===== src/rtl/pxp_pkg.sv =====
package pxp_pkg;

  localparam int WORD_W    = 32;
  localparam int REG_W     = 5;
  localparam int IMM_W     = 16;
  localparam int OPC_W     = 6;
  localparam int SHAMT_W   = 5;
  localparam int FUNCT_W   = 6;
  localparam int KIND_W    = 2;
  localparam int MAX_WORDS = 3;
  localparam int CNT_W     = $clog2(MAX_WORDS);

  localparam logic [REG_W-1:0] ZERO_REG = '0;
  localparam logic [REG_W-1:0] SCRATCH_REG = REG_W'(1);

  localparam logic [OPC_W-1:0] OPC_RTYPE = 6'h00;
  localparam logic [OPC_W-1:0] OPC_ADDI  = 6'h08;
  localparam logic [OPC_W-1:0] OPC_ADDIU = 6'h09;
  localparam logic [OPC_W-1:0] OPC_ORI   = 6'h0D;
  localparam logic [OPC_W-1:0] OPC_LUI   = 6'h0F;

  localparam logic [FUNCT_W-1:0] FN_ADD  = 6'h20;
  localparam logic [FUNCT_W-1:0] FN_ADDU = 6'h21;

  typedef enum logic [KIND_W-1:0] {
    K_NOP  = 2'd0,
    K_MOVE = 2'd1,
    K_LDC  = 2'd2,
    K_ADDC = 2'd3
  } kind_e;

  function automatic logic [WORD_W-1:0] enc_r(
    input logic [REG_W-1:0]   rs,
    input logic [REG_W-1:0]   rt,
    input logic [REG_W-1:0]   rd,
    input logic [FUNCT_W-1:0] fn
  );
    return {OPC_RTYPE, rs, rt, rd, {SHAMT_W{1'b0}}, fn};
  endfunction

  function automatic logic [WORD_W-1:0] enc_i(
    input logic [OPC_W-1:0] op,
    input logic [REG_W-1:0] rs,
    input logic [REG_W-1:0] rt,
    input logic [IMM_W-1:0] imm
  );
    return {op, rs, rt, imm};
  endfunction

endpackage


===== src/rtl/pxp_range_check.sv =====
module pxp_range_check #(
  parameter int WIDTH  = 32,
  parameter int NARROW = 16
) (
  input  logic [WIDTH-1:0] value,
  output logic             fits
);
  localparam int TOP_N = WIDTH - NARROW + 1;

  logic [TOP_N-1:0] upper;

  // Sign-extends from NARROW bits when the upper bits and the narrow sign bit agree
  assign upper = value[WIDTH-1:NARROW-1];
  assign fits  = (&upper) | ~(|upper);
endmodule


===== src/rtl/pxp_encoder.sv =====
module pxp_encoder
  import pxp_pkg::*;
(
  input  kind_e                            kind,
  input  logic [REG_W-1:0]                 dst,
  input  logic [REG_W-1:0]                 src,
  input  logic [WORD_W-1:0]                value,
  output logic [MAX_WORDS-1:0][WORD_W-1:0] words,
  output logic [CNT_W-1:0]                 last_idx,
  output logic                             fits
);
  logic [IMM_W-1:0] lo_half;
  logic [IMM_W-1:0] hi_half;

  assign lo_half = value[IMM_W-1:0];
  assign hi_half = value[WORD_W-1:WORD_W-IMM_W];

  pxp_range_check #(
    .WIDTH  (WORD_W),
    .NARROW (IMM_W)
  ) u_range (
    .value (value),
    .fits  (fits)
  );

  always_comb begin
    words    = '0;
    last_idx = '0;
    unique case (kind)
      K_NOP: begin
        words[0] = '0;
      end
      K_MOVE: begin
        words[0] = enc_r(ZERO_REG, src, dst, FN_ADD);
      end
      K_LDC: begin
        if (fits) begin
          words[0] = enc_i(OPC_ADDI, ZERO_REG, dst, lo_half);
        end else begin
          words[0] = enc_i(OPC_LUI, ZERO_REG, dst, hi_half);
          words[1] = enc_i(OPC_ORI, dst, dst, lo_half);
          last_idx = CNT_W'(1);
        end
      end
      K_ADDC: begin
        if (fits) begin
          words[0] = enc_i(OPC_ADDIU, src, dst, lo_half);
        end else begin
          words[0] = enc_i(OPC_LUI, ZERO_REG, SCRATCH_REG, hi_half);
          words[1] = enc_i(OPC_ORI, SCRATCH_REG, SCRATCH_REG, lo_half);
          words[2] = enc_r(src, SCRATCH_REG, dst, FN_ADDU);
          last_idx = CNT_W'(2);
        end
      end
    endcase
  end
endmodule


===== src/rtl/pxp_word_queue.sv =====
module pxp_word_queue #(
  parameter int DEPTH = 3,
  parameter int W     = 32
) (
  input  logic                      clk,
  input  logic                      rst_n,
  input  logic                      load,
  input  logic [DEPTH-1:0][W-1:0]   load_words,
  input  logic [$clog2(DEPTH)-1:0]  load_last,
  input  logic                      out_ready,
  output logic                      out_valid,
  output logic [W-1:0]              out_word,
  output logic                      out_last,
  output logic                      done
);
  localparam int IW = $clog2(DEPTH);

  logic          busy_q, busy_d;
  logic [IW-1:0] idx_q, idx_d;
  logic [IW-1:0] last_q, last_d;
  logic [W-1:0]  slot_q [DEPTH];
  logic          fire;

  assign out_valid = busy_q;
  assign out_word  = slot_q[idx_q];
  assign out_last  = busy_q && (idx_q == last_q);
  assign fire      = busy_q && out_ready;
  assign done      = fire && out_last;

  always_comb begin
    busy_d = busy_q;
    idx_d  = idx_q;
    last_d = last_q;
    if (load) begin
      busy_d = 1'b1;
      idx_d  = '0;
      last_d = load_last;
    end else if (done) begin
      busy_d = 1'b0;
    end else if (fire) begin
      idx_d  = idx_q + 1'b1;
    end
  end

  always_ff @(posedge clk or negedge rst_n) begin
    if (!rst_n) begin
      busy_q <= 1'b0;
      idx_q  <= '0;
      last_q <= '0;
    end else begin
      busy_q <= busy_d;
      idx_q  <= idx_d;
      last_q <= last_d;
    end
  end

  for (genvar g = 0; g < DEPTH; g++) begin : g_slot
    always_ff @(posedge clk or negedge rst_n) begin
      if (!rst_n) begin
        slot_q[g] <= '0;
      end else if (load) begin
        slot_q[g] <= load_words[g];
      end
    end
  end

  // an offered word that is not taken is offered again unchanged
  p_hold_r10: assert property (@(posedge clk) disable iff (!rst_n)
    (out_valid && !out_ready) |=> (out_valid && $stable(out_word) && $stable(out_last)));

  // after the final word leaves with no new load, the output goes idle
  p_drain_r9: assert property (@(posedge clk) disable iff (!rst_n)
    (done && !load) |=> !out_valid);
endmodule


===== src/rtl/pseudo_expander.sv =====
module pseudo_expander
  import pxp_pkg::*;
(
  input  logic              clk,
  input  logic              rst_n,
  input  logic              in_valid,
  output logic              in_ready,
  input  logic [KIND_W-1:0] in_kind,
  input  logic [REG_W-1:0]  in_dst,
  input  logic [REG_W-1:0]  in_src,
  input  logic [WORD_W-1:0] in_value,
  output logic              out_valid,
  input  logic              out_ready,
  output logic [WORD_W-1:0] out_word,
  output logic              out_last
);
  kind_e                            kind;
  logic [MAX_WORDS-1:0][WORD_W-1:0] enc_words;
  logic [CNT_W-1:0]                 enc_last;
  logic                             enc_fits;
  logic                             q_done;
  logic                             accept;

  assign kind     = kind_e'(in_kind);
  assign in_ready = !out_valid || q_done;
  assign accept   = in_valid && in_ready;

  pxp_encoder u_enc (
    .kind     (kind),
    .dst      (in_dst),
    .src      (in_src),
    .value    (in_value),
    .words    (enc_words),
    .last_idx (enc_last),
    .fits     (enc_fits)
  );

  pxp_word_queue #(
    .DEPTH (MAX_WORDS),
    .W     (WORD_W)
  ) u_queue (
    .clk        (clk),
    .rst_n      (rst_n),
    .load       (accept),
    .load_words (enc_words),
    .load_last  (enc_last),
    .out_ready  (out_ready),
    .out_valid  (out_valid),
    .out_word   (out_word),
    .out_last   (out_last),
    .done       (q_done)
  );

  // no descriptor is taken while a non-final word waits
  p_midway_r11: assert property (@(posedge clk) disable iff (!rst_n)
    (out_valid && !out_last) |-> !in_ready);

  // a short load constant is a single word
  p_short_r4: assert property (@(posedge clk) disable iff (!rst_n)
    (accept && kind == K_LDC && enc_fits) |=> (out_valid && out_last));

  // a wide add constant starts by loading the scratch register
  p_long_r8: assert property (@(posedge clk) disable iff (!rst_n)
    (accept && kind == K_ADDC && !enc_fits) |=>
      (out_valid && !out_last && out_word[31:26] == OPC_LUI && out_word[20:16] == SCRATCH_REG));
endmodule


===== config.mk =====
export PLATFORM = sky130hd
export DESIGN_NAME = pseudo_expander
export DESIGN_NICKNAME = d
export VERILOG_FILES = /design/src/rtl/pxp_pkg.sv /design/src/rtl/pxp_range_check.sv /design/src/rtl/pxp_encoder.sv /design/src/rtl/pxp_word_queue.sv /design/src/rtl/pseudo_expander.sv
export SDC_FILE = /design/constraint.sdc
export NUM_CORES = 1
export LEC_CHECK = 0
export ABC_AREA = 1
export BUFFER_PORTS_ARGS = -buffer_cell sky130_fd_sc_hd__buf_4
export CAP_MARGIN = 25
export CORE_MARGIN = 4
export CORE_UTILIZATION = 45
export DETAILED_ROUTE_END_ITERATION = 10
export PLACE_DENSITY = 0.63
export RECOVER_POWER = 25
export SETUP_SLACK_MARGIN = 0.4
export SLEW_MARGIN = 0
export SYNTH_ARGS = -nofsm -noshare
export SYNTH_HDL_FRONTEND = slang
export SYNTH_HIERARCHICAL = 1
export SYNTH_SLANG_ARGS = --single-unit

===== constraint.sdc =====
create_clock -name clk -period 2.11 [get_ports clk]
set_input_delay 0.1055 -clock clk [delete_from_list [all_inputs] [get_ports clk]]
set_output_delay 0.1055 -clock clk [all_outputs]
set_load 0.02 [all_outputs]

# Word-level counts from Yosys, hierarchy flattened
# Cells that the tools add are included.
# Widths: inputs -> output; s select.
[totals] out_inout_bits=35 ff_bits=101 in_bits=48
[classes] reduce_logical=12 bitwise=3 add_sub_neg=1 n_eq_ne=5 magnitude_cmp=1 muxes=18
[ops] cell="$pmux 32 s4" count=1
[ops] cell="$bmux 32 s2" count=1
[ops] cell="$mux 32" count=2
[ops] cell="$pmux 32 s2" count=1
[ops] cell="$mux 29" count=2
[ops] cell="$mux 58" count=1
[ops] cell="$mux 30" count=1
[ops] cell="$mux 26" count=1
[ops] cell="$reduce_and 17->1" count=1
[ops] cell="$reduce_or 17->1" count=1
[ops] cell="$mux 2" count=4
[ops] cell="$eq 2x2->1 const B" count=2
[ops] cell="$logic_and 1x1->1" count=4
[ops] cell="$pmux 2 s2" count=1
[ops] cell="$reduce_bool 2->1" count=2
[ops] cell="$ge 3x3->1 const B" count=1
[ops] cell="$mux 1" count=3
[ops] cell="$not 2->3" count=1
[ops] cell="$add 2x1->2 const B" count=1
[ops] cell="$eq 2x1->1 const B" count=1
[ops] cell="$eq 2x2->1" count=1
[ops] cell="$logic_not 2->1" count=1
[ops] cell="$ne 2x1->1 const B" count=1
[ops] cell="$reduce_and 2->1" count=1
[ops] cell="4 further kinds" count=4

# Depth between registers and ports, before layout
[depth] depth_word=7 depth_mapped=14 ltp_nobuf=13

# By module
# Netlist, hierarchy kept.
[modules_own_cells] mod="pxp_word_queue" area_each_um2=4634.4 instances=1 cells_per_inst=550
[modules_own_cells] mod="pxp_encoder" area_each_um2=984.7 instances=1 cells_per_inst=204
[modules_own_cells] mod="pxp_range_check" area_each_um2=112.6 instances=1 cells_per_inst=27
[modules_own_cells] mod="pseudo_expander" area_each_um2=20.0 instances=1 cells_per_inst=4

# Worst setup path after synthesis
# No wires, ideal clock.
[synth_path] path_kind="register -> register" start="reg u_queue.idx_q[1]" end="reg u_queue/slot_q[21] (netlist bit)" stages_incl_launch_ff=14 required_ps=2027 arrival_ps=1579 setup_slack_ps=449 synth_period_minus_slack_ps=1661 n_path_buf=4 path_cell_list="dfrtp_1 buf_6 inv_1 nand2_1 nand2_1 nand2_2 nor2_1 inv_1 a21oi_2 buf_4 buf_4 buf_4 nand2_1 o21ai_0"
[synth_between] elab_chain_len=5
[synth_rtl] item="start, declared" line="pxp_word_queue.sv:19" rtl="logic [IW-1:0] idx_q, idx_d;"
[synth_rtl] item="start signal, assigned" line="pxp_word_queue.sv:52" rtl="idx_q <= idx_d;"
[synth_rtl] item="$eq 2x2->1" line="pxp_word_queue.sv:26" rtl="assign out_last = busy_q && (idx_q == last_q);"
[synth_rtl] item="$logic_and 1x1->1" line="pxp_word_queue.sv:26"
[synth_rtl] item="$logic_and 1x1->1" line="pxp_word_queue.sv:28" rtl="assign done = fire && out_last;"
[synth_rtl] item="named net q_done" line="pseudo_expander.sv:21" rtl="logic q_done;"
[synth_rtl] item="$logic_or 1x1->1" line="pseudo_expander.sv:25" rtl="assign in_ready = !out_valid || q_done;"
[synth_rtl] item="$logic_and 1x1->1" line="pseudo_expander.sv:26" rtl="assign accept = in_valid && in_ready;"
[synth_rtl] item="named net accept" line="pseudo_expander.sv:22" rtl="logic accept;"
[synth_rtl] item="end signal, assigned by index" line="pxp_word_queue.sv:62" rtl="slot_q[g] <= load_words[g];"
[synth_rtl] item="end, declared" line="pxp_word_queue.sv:21" rtl="logic [W-1:0] slot_q [DEPTH];"
# The timed path passes the listed nets, and every way through them passes these cells.
# A chain may end at the register's enable or synchronous reset.

# Final worst setup path
[layout_path] start="reg u_queue.idx_q[0]" end="reg u_queue/slot_q[28] (netlist bit)"
# Same word-level chain as after synthesis.

==> impl_metrics.toml <==
[placed_design]
numPlacedInstances = 996
placed_cell_area_um2 = 6250
dp_slack_ns = 0.2306
dp_hpwl_um = 9424
gp_congestion = 0.8111
port_buffers = 82

[clock_network]
cts_made_buffers = 9
cts-root-buf = "clkbuf_16"
path_clk_slew_ns = 0.07
cts_tree = "built"
cts.sinks = 101
h-tree-depth = 3
clk_latency_ns = 0.35
cts_buffer_depth = 2

[grt]
grtUsageMet1_pct = 30.03
use_met3_pct = 3.124
globalRouteOverflowTotal = 0
gr-usage-all-layers_pct = 22.08
antenna_found_initial = 0
grt_max_degree = 55
top_usage_layer = "met2"
grt_use_met2_pct = 36.40
grt_pass1_wl_um = 25430
first_global_vias = 4899

[drt]
routed_wl_um = 16950
ant_nets = 0
via_per_inst = 5.002
drt_iter0_markers = 473
drcViolationCount = 0
dr.pass1.iters = 5
vias = 5182
wl_per_cell_um = 16.36

[sta]
layout_setup_ws_ns = 0.3561
setup_viol = 0
relSlewSlack_pct = 26.04
clock_skew_ns = 0.007409
max_freq_ghz = 0.5702
finalSetupTns_ns = 0
rsz0062_at_grt = "true"
finalHoldViolCount = 0
slew_viol_final = 0
fin_crit_sh_pct = 83.12
min_period_ns = 1.754
tightest_slew_ns = 1.109

[synth]
seq_area_frac_synth_pct = 43.94
yosys_warnings = 6
avgSynthCellArea_um2 = 7.327
synth_cells = 785
synthTopCellsByArea = "dfrtp_1 (44%), nand2_1 (14%), inv_1 (7.1%)"
synth_top_area_share_pct = 43.94
ys_types = 26
synth-seq-cells = 101
netlist_area_um2 = 5752
synth_top_cell_by_area = "dfrtp_1"

[floorplan]
die_w_um = 121.1
rows = 41
ios = 83
fp.dieArea_um2 = 14650
die_h_um = 121.1
core_area_um2 = 12570
initial_utilization_pct = 45.76

[cells_and_area]
diodes = 0
finalNetCount = 907
design_area_um2 = 7241
syn_to_final_growth_pct = 25.89
stdcell_count = 1036
drive_above_1_share_pct = 23.73

[worst_setup_path]
path_max_fanout = 12
startpoint = "u_queue/idx_q[0]"
end_kind = "register"
rr_worst_depth = 9
critPathKind = "reg -> reg"
cpPeakStageDelay_ns = 0.47
cp.arrival_ns = 1.98
critPathMostFrequentCell = "buf_12"
slowest_stage = "dfrtp_2"
path_cells = "xnor2_2, nand2_2, nor2_4, inv_2, a21oi_4, buf_12, buf_12, clkbuf_16, o21ai_0"
rr_startpoint = "u_queue/idx_q[0]"
cp.required_ns = 2.34
start_kind = "register"

[outcome]
status = "finished clean"

[pwr]
power_density_nw_per_um2 = 1413
p_total_mw = 10.23
ir_drop_v = 0.0006951
p_leak_nw = 3.673

[hold_path]
min_path_type = "in -> reg"
whs_path_depth = 5
hp-start = "in_value[7]"

[flow_run]
maxCapViolations = 0
sequential cells by signal, indices dropped and copies added (netlist names):
name	cells
u_queue/slot_q	96
u_queue/idx_q	2
u_queue/last_q	2
u_queue/out_valid	1
cell families after synthesis:
group / after synthesis / share of synthesized area, %
and+or+nand+nor: 316 / 22.01
buffers and inverters: 192 / 16.86
AOI/OAI and AO/OA: 174 / 16.97
DFF: 101 / 43.94
xor gates and xnor gates: 1 / 0.1523
other: 1 / 0.06520
area by class of cell:
type | count | area, um^2
clock inverter | 7 | 76.32
timing repair buffer | 117 | 1267
inverter | 114 | 451.7
tap | 172 | 215.2
sequential | 101 | 2530
multi-input combinational | 516 | 2475
fill | 1157 | 5328
clock buffer | 9 | 225.2
where the power goes:
| group | internal, mW | leakage [nW] | switching, mW |
|---|---|---|---|
| Combinational | 2.30 | 2.24 | 3.17 |
| Clock | 0.921 | 0.130 | 0.765 |
| Sequential | 2.73 | 1.30 | 0.350 |
final timing paths:
| kind | to | slack (ns) |
|---|---|---|
| max | u_queue/slot_q[28] | 0.36 |
| max reg2reg | u_queue/slot_q[28] | 0.36 |
| min in group asynchronous | u_queue/slot_q[4] | 0.49 |
| min reg2reg | u_queue/slot_q[46] | 0.47 |
| min | u_queue/slot_q[39] | 0.07 |
| max in group asynchronous | u_queue/idx_q[0] | 0.62 |
cells in the mapped netlist, drive strengths merged:
library cell and n:
nand2 225, o21ai 140, inv 114, dfrtp 101, nor2 68, buf 67, a21oi 34, nand3 14
clkbuf 11, nand4 4, nor3 4, conb 1, or2 1, xnor2 1
critical path: cells and delay by family, from the launching register on:
| kind | cells | cell delay (ns) |
|---|---|---|
| buf+inv | 4 | 0.53 |
| flops | 1 | 0.47 |
| compound gates | 2 | 0.26 |
| xor+xnor | 1 | 0.18 |
| simple gates | 2 | 0.18 |
cell usage in the layout, fill, tap and decap left out, drive strengths merged:
cell type | netlist | layout
nand2 | 225 | 226
o21ai | 140 | 140
inv | 114 | 114
buf | 67 | 108
dfrtp | 101 | 101
nor2 | 68 | 68
a21oi | 34 | 34
conb | 1 | 24
clkbuf | 11 | 17
nand3 | 14 | 14
clkinvlp | 0 | 5
nor3 | 4 | 4
nand4 | 4 | 4
clkinv | 0 | 1
bufinv | 0 | 1
dlygate4sd3 | 0 | 1
or2 | 1 | 1
xnor2 | 1 | 1
metal layers:
metal	wire length, um	vias to the layer above	share of wire (%)
met3	863	32	5.1
met5	0	-	0
met1	7219	2456	43
met4	399	0	2.4
met2	8472	177	50
li1	-	2517	-
per-stage QoR:
step                      hold slack [ns]  util [%]
after floorplan                   -0.1901         -
after global placement           0.004064     49.73
after detailed placement         0.004480     49.73
after CTS                         0.06873     55.29
after global routing              0.09970     57.61
final                             0.07479     57.61
what timing repair did:
item,4_1_cts,5_1_grt
setup endpoints to repair,130,121
hold buffers,1,0
setup buffers,7,2
pin swaps,4,16
gates cloned,6,8
endpoints found under the hold margin,72,0
gates resized for setup,39,46
Power figures use the tool's default switching activity.
